### src/rtl/burst_dio_pkg.sv
package burst_dio_pkg;
  localparam int LANES = 4;

  // Strobes passed from control to the datapath
  typedef struct packed {
    logic [LANES-1:0] laneWe;
    logic             drive;
  } dioStrb_t;
endpackage

### src/rtl/burst_dio_ctl.sv
module burst_dio_ctl
  import burst_dio_pkg::*;
(
  input  logic             clk,
  input  logic             rstN,
  input  logic             chipSel,
  input  logic             gwN,
  input  logic             bweN,
  input  logic [LANES-1:0] bwN,
  input  logic             oeN,
  output dioStrb_t         strb
);
  logic [LANES-1:0] laneDec;
  logic [LANES-1:0] laneWeQ;
  logic             selQ;
  logic             prevSelQ;
  logic             wrReqNow;
  logic             wrCycQ;

  // Per-lane decode: global write overrides the lane selects
  for (genvar i = 0; i < LANES; i++) begin : g_lane
    always_comb begin
      if (!chipSel)      laneDec[i] = 1'b0;
      else if (!gwN)     laneDec[i] = 1'b1;
      else if (!bweN)    laneDec[i] = ~bwN[i];
      else               laneDec[i] = 1'b0;
    end
  end

  assign wrReqNow = |laneDec;
  assign wrCycQ   = |laneWeQ;

  always_ff @(posedge clk or negedge rstN) begin
    if (!rstN) begin
      laneWeQ  <= '0;
      selQ     <= 1'b0;
      prevSelQ <= 1'b0;
    end else begin
      laneWeQ  <= laneDec;
      selQ     <= chipSel;
      prevSelQ <= selQ;
    end
  end

  // Drive needs oe, a selected cycle that did not follow a deselect,
  // and no write either registered or being requested now
  always_comb begin
    strb.laneWe = laneWeQ;
    strb.drive  = !oeN && selQ && prevSelQ && !wrCycQ && !wrReqNow;
  end
endmodule

### src/rtl/burst_dio_path.sv
module burst_dio_path
  import burst_dio_pkg::*;
#(
  parameter int LANE_BITS = 9,
  localparam int DW = LANES * LANE_BITS
)(
  input  logic             clk,
  input  logic             rstN,
  input  dioStrb_t         strb,
  input  logic [DW-1:0]    dqIn,
  input  logic [DW-1:0]    memQ,
  output logic [LANES-1:0] laneWe,
  output logic [DW-1:0]    wrData,
  output logic [DW-1:0]    dqOut,
  output logic             dqDrive
);
  for (genvar i = 0; i < LANES; i++) begin : g_lane
    logic [LANE_BITS-1:0] capQ;

    always_ff @(posedge clk or negedge rstN) begin
      if (!rstN) capQ <= '0;
      else       capQ <= dqIn[i*LANE_BITS +: LANE_BITS];
    end

    assign wrData[i*LANE_BITS +: LANE_BITS] = capQ;
    assign dqOut[i*LANE_BITS +: LANE_BITS] =
      strb.drive ? memQ[i*LANE_BITS +: LANE_BITS] : '0;
  end

  assign laneWe  = strb.laneWe;
  assign dqDrive = strb.drive;
endmodule

### src/rtl/burst_dio.sv
module burst_dio
  import burst_dio_pkg::*;
#(
  parameter int LANE_BITS = 9,
  localparam int DW = LANES * LANE_BITS
)(
  input  logic             clk,
  input  logic             rstN,
  input  logic             chipSel,
  input  logic             gwN,
  input  logic             bweN,
  input  logic [LANES-1:0] bwN,
  input  logic             oeN,
  input  logic [DW-1:0]    dqIn,
  input  logic [DW-1:0]    memQ,
  output logic [LANES-1:0] laneWe,
  output logic [DW-1:0]    wrData,
  output logic [DW-1:0]    dqOut,
  output logic             dqDrive
);
  dioStrb_t strb;

  burst_dio_ctl u_ctl (
    .clk(clk), .rstN(rstN), .chipSel(chipSel), .gwN(gwN), .bweN(bweN),
    .bwN(bwN), .oeN(oeN), .strb(strb)
  );

  burst_dio_path #(.LANE_BITS(LANE_BITS)) u_path (
    .clk(clk), .rstN(rstN), .strb(strb), .dqIn(dqIn), .memQ(memQ),
    .laneWe(laneWe), .wrData(wrData), .dqOut(dqOut), .dqDrive(dqDrive)
  );
endmodule

### config.mk
export PLATFORM = sky130hd
export DESIGN_NAME = burst_dio
export DESIGN_NICKNAME = d
export VERILOG_FILES = /design/src/rtl/burst_dio_pkg.sv /design/src/rtl/burst_dio_ctl.sv /design/src/rtl/burst_dio_path.sv /design/src/rtl/burst_dio.sv
export SDC_FILE = /design/constraint.sdc
export NUM_CORES = 1
export LEC_CHECK = 0
export BUFFER_PORTS_ARGS = -buffer_cell sky130_fd_sc_hd__buf_2
export CAP_MARGIN = 20
export CORE_UTILIZATION = 34
export DETAILED_ROUTE_END_ITERATION = 6
export PLACE_DENSITY = 0.8
export SETUP_SLACK_MARGIN = 0.05
export SLEW_MARGIN = 20
export SYNTH_ARGS = -nofsm -noshare
export SYNTH_HDL_FRONTEND = slang
export SYNTH_SLANG_ARGS = --single-unit
### constraint.sdc
create_clock -name clk -period 1.69 [get_ports clk]
set_clock_uncertainty 0.1 [all_clocks]
set_input_delay 0 -clock clk [delete_from_list [all_inputs] [get_ports clk]]
set_output_delay 0 -clock clk [all_outputs]
set_load 0.01 [all_outputs]
==> flow_summary.toml, run 1 <==
[synthesis]
synth_mux_area_share_pct = 0
synth_top_family_by_area = "simple AND/OR/NAND/NOR gates"
synth.area.top_cells = "dfrtp_1, and3_1, and3_2"
syn_inst = 103
synth_top_area_cell = "dfrtp_1"
yosysWarningCount = 0
avgSynthCellArea_um2 = 14.1
synth_top_area_share_pct = 72.4
synth-simple-area-share_pct = 21.3
ys_ff_latch = 42
syn_nets = 185
ys_seq_area_share_pct = 72.4
synth-compound-area-share_pct = 2.76
yosysUniqueCellTypes = 14
synth-xor-area-share_pct = 0
syn-cell-area_um2 = 1450
synthAdderAreaFrac_pct = 0

[clock_tree]
clkTransAtPathRegs_ns = 0.07
cts.path.max_buffers = 2
cts_buffers = 5
cts_tree = "yes"
cts.htree.levels = 2
cts_sinks = 42
root_buffer = "clkbuf_8"
clk_latency_ns = 0.28

[worst_setup_path]
cp.required_ns = 1.59
r2r-start = "u_ctl.selQ$_DFF_PN0_"
worstSetupEndpointType = "primary output"
crit_arrival_ns = 1.69
cp_num_buf_inv = 2
setup.worst_path.end = "dqOut[31]"
r2r_setup_slack_ns = 1.08
crit_family = "simple AND/OR/NAND/NOR gates"
max_stage_delay_ns = 0.42
path_class = "reg -> out"
cp-start-kind = "flip-flop"
worstRegToRegCells = 0
crit_chain = "nor4b_4, buf_6, o211a_4, and3_1, buf_2"
path_depth = 5
r2r-end = "u_ctl.prevSelQ$_DFF_PN0_"
cp-startpoint = "u_ctl.laneWeQ[3]$_DFF_PN0_"
path_max_fanout = 8
slowest_stage = "dfrtp_1"

[cells_and_area]
fill_cells = 268
final_cells = 369
drive_gt1_share_pct = 59.4
fin_nets = 399
area_delta_synth_final_pct = 109
utilization_pct = 74.9

[drt]
avgRoutedWirePerCell_um = 15.6
routed_via_density = 4.65
drtPass1Iterations = 4
drc = 0
postRouteAntennaNets = 0
routed.top_layer = "met4"
wirelength_mm = 5.76
met2WireLength_mm = 2.98
met1Wirelength_mm = 1.97
vias = 1715
met3_wirelength_um = 602
drt_iter0_drc = 60

[timing]
timing.fmax_mhz = 560
finalSetupViolCount = 37
setup_ws_ns = -0.0953
worstMarginPinSlew_ns = 0.863
fin_hold_ws_ns = 0.144
hold_viol_final = 0
fin_crit_ns = 1.79
relSlewSlack_pct = 42.4
maxSlewViolCount = 0
period_share_pct = 106
setup_tns_ns = -2.58
rsz0062_at_grt = "yes"

[global_routing]
grtUsageTotal_pct = 24.1
grt_pass1_wl_mm = 7.69
first_global_vias = 1655
grt_overflow = 0
grt_max_degree = 43
grt_antenna_before_repair = 1

[power]
power_leakage_uw = 0.00177
powerDensity_nw_per_um2 = 689
fin_total_pwr_uw = 2090
vdd_drop_max_mv = 0.305

[floorplan]
die_x_um = 67.4
die-area_um2 = 4540
ioPinCount = 159
die_y_um = 67.4
start_util_pct = 35.8
rows = 23
core_area_um2 = 4060

[placement]
globalplace.congestion = 0.736
placedCellCount = 306
io_buffers = 158
hpwl_mm = 3.02

[status]
status = "finished, violations left"
violations = "setup timing"

[flow_run]
maxCapViolations = 0

[min_path]
worstHoldPathType = "in -> reg"
## Yosys cell counts
library cell,count
buf_6,3
nor4b_4,1
and3_1,29
o21a_1,1
o211a_4,1
clkbuf_1,3
dfrtp_1,42
a31oi_1,1
nor2_1,10
nor3b_1,1
inv_1,2
o21ai_2,1
and2_1,1
and3_2,7
## logic make-up after synthesis
kind of cell	count (synthesis)
AO/OA/AOI/OAI	4
buffers and inverters	8
flip-flops	42
AND/OR/NAND/NOR	49
## routing by layer
metal	global-route usage [%]	up-vias
met5	0	-
met4	13.0	0
met3	6.93	14
met2	44.9	119
met1	23.6	784
li1	-	798
## layout make-up
| type | count | area (µm²) | area share [%] |
|---|---|---|---|
| Sequential cell | 42 | 1050 | 34.6 |
| Multi-Input combinational cell | 60 | 485 | 16.0 |
| Clock inverter | 2 | 12.5 | 0.412 |
| Tap cell | 50 | 62.6 | 2.06 |
| Clock buffer | 6 | 82.6 | 2.72 |
| Antenna cell | 1 | 2.50 | 0.0823 |
| Inverter | 2 | 7.51 | 0.247 |
| Timing Repair Buffer | 206 | 1340 | 44.0 |
## cell usage in the layout, fill, tap and decap left out
cell	n
buf_2	149
buf_6	10
o21ai_2	1
diode_2	1
dlygate4sd3_1	45
clkbuf_8	6
o21a_1	1
buf_12	1
dfrtp_1	42
and3_4	2
clkinvlp_4	1
inv_1	2
buf_4	1
and3_2	7
nor2_1	10
a31oi_1	1
and2_1	1
o211a_4	7
clkinv_2	1
nor4b_4	1
o211a_2	1
nor3b_4	1
and3_1	27
## through the flow
step                setup slack (ns)  area, µm²
floorplan                      0.330       1450
global placement               0.207       2270
detailed placement             0.150       2270
CTS                          -0.0774       3000
global route                  -0.182       3040
finish                       -0.0953       3040
## worst min path at each step
stage | slack, ns | start | cells after the start | end
2_1_floorplan | -0.40 | rstN | 0 | u_ctl.laneWeQ[0]$_DFF_PN0_
3_3_place_gp | 0.008 | dqIn[33] | 1 | u_path.g_lane[3].capQ[6]$_DFF_PN0_
3_5_place_dp | 0.009 | dqIn[18] | 1 | u_path.g_lane[2].capQ[0]$_DFF_PN0_
4_1_cts | 0.09 | chipSel | 3 | u_ctl.laneWeQ[2]$_DFF_PN0_
5_1_grt | 0.16 | chipSel | 3 | u_ctl.laneWeQ[2]$_DFF_PN0_
6_report | 0.14 | chipSel | 3 | u_ctl.laneWeQ[2]$_DFF_PN0_
## what timing repair did
action | in CTS | in global routing
gates cloned | 5 | 2
hold buffers | 45 | 0
hold endpoints to repair | 82 | 0
resized for setup | 17 | 3
buffers inserted | 2 | 0
setup endpoints to repair | 37 | 37
pin swaps | 5 | 2
## power breakdown
group	switching [µW]	internal [µW]
Combinational	164	201
Sequential	20.6	1060
Clock	324	328
## state kept, by name, summed over array words and instances (netlist names)
name / count
u_ctl.prevSelQ: 1
u_path.g_lane.capQ: 36
u_ctl.selQ: 1
u_ctl.laneWeQ: 4
(Power assumes the default switching activity.)
==> run 2, diff against run 1 <==
--- a/config.mk
+++ b/config.mk
@@ -7,9 +7,10 @@
 export LEC_CHECK = 0
 export BUFFER_PORTS_ARGS = -buffer_cell sky130_fd_sc_hd__buf_2
 export CAP_MARGIN = 20
-export CORE_UTILIZATION = 34
+export CORE_UTILIZATION = 35
+export CTS_BUF_LIST = sky130_fd_sc_hd__clkbuf_4 sky130_fd_sc_hd__clkbuf_8
 export DETAILED_ROUTE_END_ITERATION = 6
-export PLACE_DENSITY = 0.8
+export PLACE_DENSITY = 0.82
 export SETUP_SLACK_MARGIN = 0.05
 export SLEW_MARGIN = 20
 export SYNTH_ARGS = -nofsm -noshare
==> run 2 against run 1 <==
  * The flow still finishes with violations (setup timing)
  * Sequential share of layout area is 0.79 points lower
  * Flip-flop and latch count stayed put
  * Non-clock buffer count is 1 lower
  * Combinational power is 1% higher
  * Hold slack better by 0.032 ns
  * Sequential power hardly changed
  * Clock-buffer cell count is 1 lower
  * Via count is 0.76% higher
  * Routed wire length is 0.17% lower
  * Final area is 2.3% higher
  * Worst setup slack worse by 0.0089 ns
==> flow_summary.toml, run 2 (synthesized netlist as in run 1, its figures left out) <==
[drt]
drtPass1Iterations = 6
met2WireLength_mm = 3.10
met1Wirelength_mm = 2.03
routed.top_layer = "met4"
drt_iter0_drc = 89
wirelength_mm = 5.75
postRouteAntennaNets = 0
routed_via_density = 4.72
drc = 0
avgRoutedWirePerCell_um = 15.7
vias = 1728
met3_wirelength_um = 548

[worst_setup_path]
path_class = "reg -> out"
r2r_setup_slack_ns = 1.10
worstSetupEndpointType = "primary output"
path_max_fanout = 8
cp.required_ns = 1.59
cp-start-kind = "flip-flop"
crit_arrival_ns = 1.69

[cells_and_area]
largest_reg_flops = 36
final_cell_mix = "buf_2, dlygate4sd3_1, dfrtp_1"
antenna_cells = 0
registers.top_by_ff_count = "u_path.g_lane.capQ"
regArea_um2 = 1050
fill_cells = 233
utilization_pct = 77.8
area_delta_synth_final_pct = 114
reg.largest.list = "u_path.g_lane.capQ x36, u_ctl.laneWeQ x4"
fin_nets = 398
drive_gt1_share_pct = 61.7
final_cells = 366
final_common_cell = "buf_2"
multi_input_area_um2 = 533

[floorplan]
die-area_um2 = 4410
die_y_um = 66.4
ioPinCount = 159
core_area_um2 = 4000
die_x_um = 66.4
start_util_pct = 36.3
rows = 23

[timing]
timing.fmax_mhz = 557
rsz0062_at_grt = "yes"
worstMarginPinSlew_ns = 1.06
finalSetupViolCount = 37
period_share_pct = 106
hold_viol_final = 0
setup_ws_ns = -0.104
maxSlewViolCount = 0
fin_crit_ns = 1.79
relSlewSlack_pct = 29.4
setup_tns_ns = -2.66

[clock_tree]
clkTransAtPathRegs_ns = 0.07
cts.htree.levels = 2
cts_buffers = 5
cts_tree = "yes"
clk_latency_ns = 0.28
root_buffer = "clkbuf_8"
cts.path.max_buffers = 2
cts_sinks = 42

[min_path]
worstHoldPathType = "in -> reg"

[status]
violations = "setup timing"
status = "finished, violations left"

[power]
power_leakage_uw = 0.00176
powerDensity_nw_per_um2 = 648
vdd_drop_max_mv = 0.293

[placement]
hpwl_mm = 3.17
io_buffers = 158
pre_cts_ws_ns = 0.160
globalplace.congestion = 0.733
placedCellCount = 305

[global_routing]
grt_max_degree = 43
grtUsageTotal_pct = 24.4
first_global_vias = 1720
grt_pass1_wl_mm = 7.89
grt_overflow = 0
grt_antenna_before_repair = 0

[flow_run]
maxCapViolations = 0
[run 2: cell types whose count changed in the layout (fill, tap and decap cells not counted), sizes merged]
cell,delta
buf,-1
clkbuf,-1
clkinv,+1
clkinvlp,-1
diode,-1
[run 2: worst max-delay path, cell delays in order, from the launching register on]
cell,delay [ns]
dfrtp_1,0.41
nor4b_4,0.29
buf_6,0.20
o211a_4,0.22
and3_4,0.20
buf_6,0.10
[run 2: timing repair]
item                                   in CTS  in global routing
gates cloned                                6                  1
endpoints found under the hold margin      82                  0
buffers inserted                            2                  0
pin swaps                                   5                 15
hold buffers                               45                  0
resized for setup                          18                 22
setup endpoints to repair                  37                 37
[run 2: worst paths after layout]
path,start,end,cells after the start
worst max register to register,u_ctl.selQ$_DFF_PN0_,u_ctl.prevSelQ$_DFF_PN0_,0
worst min-delay path,chipSel,u_ctl.laneWeQ[0]$_DFF_PN0_,3
worst max-delay path,u_ctl.laneWeQ[3]$_DFF_PN0_,dqOut[20],5
min in group asynchronous,rstN,u_path.g_lane[3].capQ[1]$_DFF_PN0_,2
worst min register to register,u_ctl.selQ$_DFF_PN0_,u_ctl.prevSelQ$_DFF_PN0_,0
max in group asynchronous,rstN,u_path.g_lane[3].capQ[2]$_DFF_PN0_,2
[run 2: stage by stage]
step	cell area, µm²	power, µW	hold WS (ns)
CTS	2990	2020	0.131
detailed placement	2260	1330	0.00944
finish	3110	2020	0.176
global placement	2260	1320	0.00766
floorplan	1450	1160	-0.396
global route	3110	2100	0.190
[run 2: layout make-up]
| cell class | count | share of cell area [%] |
|---|---|---|
| Timing Repair Buffer | 205 | 44.3 |
| Multi-Input combinational cell | 60 | 17.1 |
| Sequential cell | 42 | 33.8 |
| Inverter | 2 | 0.241 |
| Clock buffer | 5 | 2.21 |
| Clock inverter | 2 | 0.322 |
| Tap cell | 50 | 2.01 |
[run 2: routing by layer]
layer | vias to the layer above | global-route usage, %
li1 | 792 | -
met1 | 812 | 25.7
met2 | 118 | 46.7
met3 | 6 | 7.07
met4 | 0 | 5.85
met5 | - | 0
[run 2: report_power, final]
| group | internal [µW] | total [µW] | switching, µW |
|---|---|---|---|
| sequential | 1060 | 1080 | 19.8 |
| combinational | 202 | 370 | 167 |
| clock | 277 | 572 | 295 |
